`config.mk`:
```
export PLATFORM = sky130hd
export DESIGN_NAME = gpx_core
export DESIGN_NICKNAME = d
export VERILOG_FILES = /design/src/rtl/gpx_pkg.sv /design/src/rtl/gpx_sync.sv /design/src/rtl/gpx_cfg_regs.sv /design/src/rtl/gpx_irq.sv /design/src/rtl/gpx_core.sv
export SDC_FILE = /design/constraint.sdc
export NUM_CORES = 1
export LEC_CHECK = 0
export ABC_AREA = 1
export BUFFER_PORTS_ARGS = -buffer_cell sky130_fd_sc_hd__buf_4
export CAP_MARGIN = 20
export CORE_UTILIZATION = 30
export DETAILED_ROUTE_END_ITERATION = 8
export SYNTH_ARGS = -nofsm -noshare
export SYNTH_HDL_FRONTEND = slang
export SYNTH_SLANG_ARGS = --single-unit
```
`constraint.sdc`:
```
create_clock -name clk -period 2 [get_ports clk]
set_clock_uncertainty 0.15 [all_clocks]
set_input_delay 0.4 -clock clk [delete_from_list [all_inputs] [get_ports clk]]
set_output_delay 0.4 -clock clk [all_outputs]
set_load 0.005 [all_outputs]
```
`src/rtl/gpx_pkg.sv`:
```
package gpx_pkg;
  localparam int GPX_W = 8;

  localparam logic [7:0] A_ID    = 8'h01;
  localparam logic [7:0] A_DIR   = 8'h03;
  localparam logic [7:0] A_OUT   = 8'h05;
  localparam logic [7:0] A_HIZ   = 8'h07;
  localparam logic [7:0] A_DFLT  = 8'h09;
  localparam logic [7:0] A_PEN   = 8'h0B;
  localparam logic [7:0] A_PMODE = 8'h0D;
  localparam logic [7:0] A_PINS  = 8'h0F;
  localparam logic [7:0] A_MASK  = 8'h11;
  localparam logic [7:0] A_STAT  = 8'h13;

  localparam logic [2:0] VENDOR_CODE = 3'b101;

  typedef struct packed {
    logic [GPX_W-1:0] dir;
    logic [GPX_W-1:0] lvl;
    logic [GPX_W-1:0] hiz;
    logic [GPX_W-1:0] dflt;
    logic [GPX_W-1:0] pen;
    logic [GPX_W-1:0] pmode;
    logic [GPX_W-1:0] mask;
  } gpx_cfg_t;

  localparam gpx_cfg_t CFG_POR = '{
    dir:   '0,
    lvl:   '0,
    hiz:   '1,
    dflt:  '1,
    pen:   '1,
    pmode: '1,
    mask:  '1
  };
endpackage

```
`src/rtl/gpx_sync.sv`:
```
module gpx_sync #(
  parameter int W      = 8,
  parameter int STAGES = 2,
  parameter logic [W-1:0] INIT = '1
) (
  input  logic         clk,
  input  logic         rst,
  input  logic [W-1:0] d,
  output logic [W-1:0] q
);
  logic [W-1:0] chain [STAGES];

  for (genvar s = 0; s < STAGES; s++) begin : g_stage
    always_ff @(posedge clk) begin
      if (rst) chain[s] <= INIT;
      else if (s == 0) chain[s] <= d;
      else chain[s] <= chain[(s == 0) ? 0 : s-1];
    end
  end

  assign q = chain[STAGES-1];
endmodule

```
`src/rtl/gpx_cfg_regs.sv`:
```
module gpx_cfg_regs
  import gpx_pkg::*;
(
  input  logic       clk,
  input  logic       rst,
  input  logic       soft_rst,
  input  logic       wr,
  input  logic [7:0] addr,
  input  logic [7:0] wdata,
  output gpx_cfg_t   cfg
);
  always_ff @(posedge clk) begin
    if (rst || soft_rst) begin
      cfg <= CFG_POR;
    end else if (wr) begin
      case (addr)
        A_DIR:   cfg.dir   <= wdata;
        A_OUT:   cfg.lvl   <= wdata;
        A_HIZ:   cfg.hiz   <= wdata;
        A_DFLT:  cfg.dflt  <= wdata;
        A_PEN:   cfg.pen   <= wdata;
        A_PMODE: cfg.pmode <= wdata;
        A_MASK:  cfg.mask  <= wdata;
        default: ;
      endcase
    end
  end
endmodule

```
`src/rtl/gpx_irq.sv`:
```
module gpx_irq #(
  parameter int W = 8
) (
  input  logic         clk,
  input  logic         rst,
  input  logic         soft_rst,
  input  logic         clr_stat,
  input  logic         clr_flag,
  input  logic [W-1:0] pins_s,
  input  logic [W-1:0] dflt,
  input  logic [W-1:0] dir,
  input  logic [W-1:0] mask,
  output logic [W-1:0] status,
  output logic         por_flag,
  output logic         irq_n
);
  logic [W-1:0] mismatch;
  logic         pending;

  assign mismatch = (pins_s ^ dflt) & ~dir;
  assign pending  = (|(status & ~mask)) || (por_flag && !(&mask));

  always_ff @(posedge clk) begin
    if (rst) begin
      status   <= '0;
      por_flag <= 1'b1;
      irq_n    <= 1'b1;
    end else begin
      irq_n <= !pending;
      if (soft_rst) begin
        status   <= '0;
        por_flag <= 1'b1;
      end else begin
        status <= (clr_stat ? '0 : status) | mismatch;
        if (clr_flag) por_flag <= 1'b0;
      end
    end
  end
endmodule

```
`src/rtl/gpx_core.sv`:
```
module gpx_core
  import gpx_pkg::*;
#(
  parameter logic [2:0] FW_REV      = 3'd2,
  parameter int         SYNC_STAGES = 2
) (
  input  logic             clk,
  input  logic             rst,
  input  logic             reg_wr,
  input  logic             reg_rd,
  input  logic [7:0]       reg_addr,
  input  logic [7:0]       reg_wdata,
  output logic [7:0]       reg_rdata,
  input  logic [GPX_W-1:0] pin_in,
  output logic [GPX_W-1:0] pin_oe,
  output logic [GPX_W-1:0] pin_out,
  output logic [GPX_W-1:0] pull_en,
  output logic [GPX_W-1:0] pull_up,
  output logic             irq_n
);
  gpx_cfg_t         cfg;
  logic [GPX_W-1:0] pins_s;
  logic [GPX_W-1:0] status;
  logic             por_flag;
  logic             soft_rst;
  logic [7:0]       rd_mux;

  assign soft_rst = reg_wr && (reg_addr == A_ID) && reg_wdata[0];

  gpx_sync #(.W(GPX_W), .STAGES(SYNC_STAGES), .INIT('1)) u_sync (
    .clk(clk), .rst(rst), .d(pin_in), .q(pins_s)
  );

  gpx_cfg_regs u_cfg (
    .clk(clk), .rst(rst), .soft_rst(soft_rst), .wr(reg_wr),
    .addr(reg_addr), .wdata(reg_wdata), .cfg(cfg)
  );

  gpx_irq #(.W(GPX_W)) u_irq (
    .clk(clk), .rst(rst), .soft_rst(soft_rst),
    .clr_stat(reg_rd && (reg_addr == A_STAT)),
    .clr_flag(reg_rd && (reg_addr == A_ID)),
    .pins_s(pins_s), .dflt(cfg.dflt), .dir(cfg.dir), .mask(cfg.mask),
    .status(status), .por_flag(por_flag), .irq_n(irq_n)
  );

  always_comb begin
    case (reg_addr)
      A_ID:    rd_mux = {VENDOR_CODE, FW_REV, por_flag, 1'b0};
      A_DIR:   rd_mux = cfg.dir;
      A_OUT:   rd_mux = cfg.lvl;
      A_HIZ:   rd_mux = cfg.hiz;
      A_DFLT:  rd_mux = cfg.dflt;
      A_PEN:   rd_mux = cfg.pen;
      A_PMODE: rd_mux = cfg.pmode;
      A_PINS:  rd_mux = pins_s;
      A_MASK:  rd_mux = cfg.mask;
      A_STAT:  rd_mux = status;
      default: rd_mux = 8'h00;
    endcase
  end

  always_ff @(posedge clk) begin
    if (rst) begin
      reg_rdata <= 8'h00;
      pin_oe    <= '0;
      pin_out   <= '0;
      pull_en   <= '1;
      pull_up   <= '1;
    end else begin
      if (reg_rd) reg_rdata <= rd_mux;
      pin_oe  <= cfg.dir & ~cfg.hiz;
      pin_out <= cfg.lvl;
      pull_en <= cfg.pen & ~cfg.dir;
      pull_up <= cfg.pmode;
    end
  end
endmodule

```
=== Word level (Yosys, flattened, before mapping) ===
Memory sizes are Yosys's and may differ from the RTL's.
Cells that the tools add are included.

* Output and inout bits: 41
* Logic and storage cells: 63
* Flip-flop bits (word level): 106
* Memories kept: 1
* RAM bits: 16

{| class="wikitable"
|+ Memories
! memory !! depth !! bits a word !! rd ports !! clocked after Yosys merged registers in !! write ports !! RTL line !! text
|-
| u_sync.chain || 2 || 8 || 2 || 0 || 2 || gpx_sync.sv:11 || <nowiki>logic [W-1:0] chain [STAGES];</nowiki>
|}

* Bitwise gates (word level): 11
* Mux-type cells: 7
* Reduce and logical (&&, ||, !) cells: 19
* Equality and inequality tests: 10

{| class="wikitable"
|+ Operators by type and width
! operator !! count
|-
| case mux 8 bit (10 select lines) || 1
|-
| AND 8 bit || 4
|-
| equality test 8 x 4 -> 1 bit (second input constant) || 4
|-
| 2-to-1 mux 8 bit || 3
|-
| NOT 8 bit || 3
|-
| equality test 8 x 3 -> 1 bit (second input constant) || 2
|-
| equality test 8 x 5 -> 1 bit (second input constant) || 2
|-
| AND reduction 2 bit || 7
|-
| equality test 8 x 1 -> 1 bit (second input constant) || 1
|-
| equality test 8 x 2 -> 1 bit (second input constant) || 1
|-
| OR 8 bit || 1
|-
| AND reduction 8 bit || 1
|-
| OR reduction 8 bit || 1
|-
| bitwise XOR 8 bit || 1
|-
| logical AND 1 bit || 5
|-
| 2-to-1 mux 1 bit || 3
|-
| zero test 1 bit || 2
|-
| logical OR 1 bit || 2
|-
| OR 1 bit || 2
|-
| OR reduction 2 bit || 1
|}

=== Depth between registers and ports, before layout ===
* Word-level depth: 5
* Gate-level depth with buffers: 10
* Mapped depth without buffers: 9

=== Cells and area by module ===
A second synthesis with hierarchy kept.

* Cells, all modules: 743
* Area, all modules: 5325.1 sq um

{| class="wikitable"
|+ By module, submodules not included
! module !! area an instance (sq um) !! cells an instance !! seq. area each (sq um) !! instances
|-
| gpx_cfg_regs || 2312.2 || 301 || 1121.1 || 1
|-
| gpx_core || 2062.0 || 312 || 800.8 || 1
|-
| gpx_irq || 495.5 || 80 || 200.2 || 1
|-
| gpx_sync || 455.4 || 50 || 320.3 || 1
|}

=== Worst setup path before layout ===
Ideal clock, no wire load.

* Kind: input port to flip-flop
* From: in reg_addr[3]
* To: reg u_cfg.cfg[53] (netlist name)
* Data arrival time: 1.362 ns
* Path buffers: 1
* Library setup time: 0.128 ns
* Required time: 1.722 ns
* Stages: 9
* Slack: 0.360 ns
* Path through: inv_1 nand2_1 nor2_8 nand2_2 o21ai_4 inv_2 buf_6 o21ai_0 a21oi_1

* Word-level cells in the longest chain between the ends: 4
* Elaborated cells between the ends (all ways): 6
* Those cells by class: eq/ne (2); reduce/logical (4)

{| class="wikitable"
|+ RTL lines
! element !! RTL line !! text
|-
| from (decl) || gpx_core.sv:11 || <nowiki>input logic [7:0] reg_addr,</nowiki>
|-
| equality test 8 x 1 -> 1 bit || gpx_core.sv:28 || <nowiki>assign soft_rst = reg_wr && (reg_addr == A_ID) && reg_wdata[0];</nowiki>
|-
| logical AND 1 bit (2 in a row) || gpx_core.sv:28 ||
|-
| logical OR 1 bit || gpx_cfg_regs.sv:13 || <nowiki>if (rst || soft_rst) begin</nowiki>
|}

Several ways; a longest one is shown, not always the timed one.
A chain may end at the register's enable or synchronous reset.

=== Worst setup path in the final report ===
* From: in reg_addr[3]
* To: reg u_cfg.cfg[41] (netlist name)

* Word-level cells in the longest chain between the ends: 4
* Elaborated cells between the ends (all ways): 6
* Those cells by class: eq/ne (2); reduce/logical (4)

{| class="wikitable"
|+ RTL lines
! element !! RTL line
|-
| equality test 8 x 1 -> 1 bit || gpx_core.sv:28
|-
| logical AND 1 bit (2 in a row) || gpx_core.sv:28
|-
| logical OR 1 bit || gpx_cfg_regs.sv:13
|}

Several ways; a longest one is shown, not always the timed one.

==> parameters.txt <==
Parameter                              Value

Status
  Result of the run ... finished clean

Place
  Routability Congestion ... 0.873
  Final HPWL DP ... 9970 um
  Worst-case setup slack after placement ... -0.0218 ns
  Placed cell areas ... 0.00569 mm^2
  Number of buffer cells added on primary ports ... 68

CTS
  H-tree levels ... 4
  Post-CTS setup buffers ... 0
  Clock latency at the later pin of the worst-skew pair ... 0.41 ns
  Buffer type at the clock tree root ... clkbuf_16
  Count of hold-fix buffers inserted at cts ... 0
  Clock tree buffer depth ... 2
  Total clock sinks ... 122
  CTS buffer count ... 17
  Clock-pin slew on the worst setup and hold paths ... 0.06 ns
  Number of resized instances in the post-cts repair step ... 0
  CTS tree ... yes

Timing
  Final number of max-transition violations ... 0
  Hold Violations, Final ... 0
  Maximum operating frequency ... 606 MHz
  Number of setup violations in the final report ... 0
  Relative slew slack ... 55.2%
  Setup repair after global routing missed its margin ... no
  Period Utilization, post-route ... 82.5%
  Min setup slack post-route ... 0.351 ns
  Transition time at the pin with the least slew margin ... 0.671 ns
  Tmin final ... 1.65 ns
  Setup TNS ... 0 ns

Cells and area
  Summed area of non-filler cells in the final layout ... 0.00629 mm^2
  Inserted Diodes ... 0
  Finished Core Util ... 40.8%
  Top library cells by usage in the layout, fill and taps aside ... nand2_1 (122), dfxtp_1 (122), nand3_1 (97), buf_4 (91), a21oi_1 (58)
  Layout cell share with drive strength beyond 1 ... 22.5%
  Synthesis-to-layout area growth ... 30.7%
  Layout net count ... 741

Setup path
  Biggest cell delay along the critical path ... 0.48 ns
  Worst path buffer plus inverter count ... 3
  Worst EP arrival ... 1.84 ns
  Cell depth of the worst setup path ... 9
  Top Family by Delay on Critical Path ... buffers and inverters
  Cell-by-cell listing of the critical path ... buf_4 -> inv_1 -> nand2_1 -> nor2_8 -> nand2_2 -> o21ai_4 -> inv_2 -> o21ai_0 -> a21oi_1
  Critical path type ... primary input to flop
  Worst Setup Start Kind ... primary input
  Critical path's slowest cell ... inv_2
  Worst path required time ... 2.19 ns
  Cells on worst reg2reg path ... 4
  Crit. End Element ... flop
  Max FO, Critical Path ... 41
  Reg-to-reg setup timing slack ... 0.78 ns

Routing
  Post-route DRC violation count ... 0
  First-pass detailed-route iteration total ... 5
  Via count normalized by instance count ... 4.67
  Routed wire length per instance ... 14.8 um
  Detail Route Antenna Nets ... 0
  Vias ... 4374
  Sum of routed wire length over all layers ... 13900 um
  Initial detailed-routing violation count ... 326

Die
  Die ar. ... 0.0166 mm^2
  Die extent in y ... 129 um
  Die outline width ... 129 um
  Ports placed on the boundary ... 69
  Core Rows ... 45
  Effective utilization at floorplan ... 31.2%
  Core area ... 0.0154 mm^2

Global route
  Met3 track demand over resource in global routing ... 5.41%
  Met2 usage in global routing ... 25.3%
  Global-route usage over all layers ... 17.5%
  Antenna violations before repair ... 0
  Wire length of the first global-routing pass ... 21400 um
  Via count of the first global-routing pass ... 3884
  Maximum number of pins on one net before global-route repair ... 42
  Grt peak-use layer ... met2
  Met1 layer usage reported by global route ... 23.9%
  Global route total overflow ... 0

Yosys
  Area contributors post-synth ... dfxtp_1 (51%), nand3_1 (10%), nand2_1 (9.5%)
  Count of flip-flops with a built-in enable after synthesis ... 0
  Gate count of the mapped netlist ... 621
  Yosys top cell area share ... 50.8%
  Number of synthesized register bits ... 122
  Synth Cell Area ... 0.00481 mm^2
  Synth warnings ... 0
  Sequential share of the synthesized area ... 50.8%
  Synth area leader ... dfxtp_1
  Distinct cell type count of the synthesized netlist ... 29
  Main synth FF type ... dfxtp_1
  Async set-or-reset flop fraction in the synthesized netlist ... 0%
  Syn_nets ... 649
  Average size of a mapped cell ... 7.75 um^2

Worst hold path
  Worst min-delay path class ... primary input to flop
  Number of cells on the worst hold path ... 2

Power and ir drop
  Power per unit of standard cell area ... 905 mW/mm^2
  Switching fraction of total power ... 22.3%
  Internal power ... 4.42 mW
  Power share of the combinational group ... 4.7%
  Worst vdd rail ir drop ... 0.000618 V
  Reported net switching power ... 1.27 mW
  Relative contribution of sequential cells to total power ... 43.6%
  Static power due to leakage ... 2.83 nW
  Share of power burned in the clock network ... 51.7%

Job
  Total of max-cap violations ... 0
## worst register-to-register path: stages (launching register included)
cell and delay (ns):
dfxtp_1 0.38, o22ai_1 0.11, a221oi_1 0.30, nand3_1 0.15, nand2_1 0.09
## power groups by stage
stage | sequential (mW) | clock [mW] | combinational (mW)
6_report | 2.48 | 2.94 | 0.265
5_1_grt | 2.48 | 3.14 | 0.289
4_1_cts | 2.48 | 3.01 | 0.262
3_5_place_dp | 2.53 | 0 | 0.259
3_3_place_gp | 2.53 | 0 | 0.260
2_1_floorplan | 2.53 | 0 | 0.138
## cells by family (layout without fill, tap and decap cells)
family                 count (synthesis)  in the layout  synth area share [%]
AND/OR/NAND/NOR                      297            297                  28.8
flip-flops                           122            122                  50.8
AO/OA/AOI/OAI                        121            121                  13.3
buffers and inverters                 81            186                  7.20
## layout make-up
type	count	area, um^2
Multi-Input combinational cell	418	2020
Clock inverter	11	123
Clock buffer	21	450
Tap cell	211	264
Inverter	57	214
Sequential cell	122	2440
Fill cell	1623	9140
Timing Repair Buffer	97	773
## cells in the mapped netlist, types with 2 or more instances
| cell type | n |
|---|---|
| nand2_4 | 2 |
| nor2_4 | 2 |
| nor2_2 | 9 |
| a21oi_1 | 58 |
| nand2_1 | 122 |
| o21ai_1 | 8 |
| buf_4 | 3 |
| nand3_1 | 97 |
| nor2_1 | 31 |
| or2_2 | 17 |
| nand4_1 | 3 |
| o211ai_1 | 2 |
| nand2_2 | 3 |
| o21ai_0 | 47 |
| inv_1 | 52 |
| nand3_2 | 2 |
| buf_6 | 2 |
| clkbuf_1 | 6 |
| a221oi_1 | 2 |
| inv_2 | 2 |
| clkinv_1 | 3 |
| dfxtp_1 | 122 |
| buf_2 | 13 |
| nor3_1 | 8 |
## worst paths after layout
check / from / end
max reg2reg: u_cfg.cfg[1]$_SDFFE_PP1P_ / u_irq.irq_n$_SDFF_PP1_
max: reg_addr[3] / u_cfg.cfg[41]$_SDFFE_PP0P_
min reg2reg: u_sync.chain[0][2]$_SDFF_PP1_ / u_sync.chain[1][2]$_SDFF_PP1_
min: pin_in[5] / u_sync.chain[0][5]$_SDFF_PP1_
## state kept, by name, summed over array words and instances (netlist names)
| register | cells |
|---|---|
| reg_rdata | 8 |
| u_sync.chain | 16 |
| u_irq.status | 8 |
| u_irq.irq_n | 1 |
| pull_en | 8 |
| pull_up | 8 |
| pin_out | 8 |
| u_irq.por_flag | 1 |
| pin_oe | 8 |
| u_cfg.cfg | 56 |
## layer usage
layer | wire length, um | part of all wire [%]
met5 | 0 | 0
met4 | 248 | 1.8
met3 | 796 | 5.7
met2 | 6050 | 44
met1 | 6760 | 49
## through the flow
step	power (mW)	std cells	hold WS, ns
CTS	5.75	934	0.000892
global route	5.91	937	0.00170
global placement	2.79	902	0.244
floorplan	2.66	621	0.239
detailed placement	2.79	902	0.245
finish	5.69	937	0.0217
No activity file was read; power rests on OpenSTA's default activity.
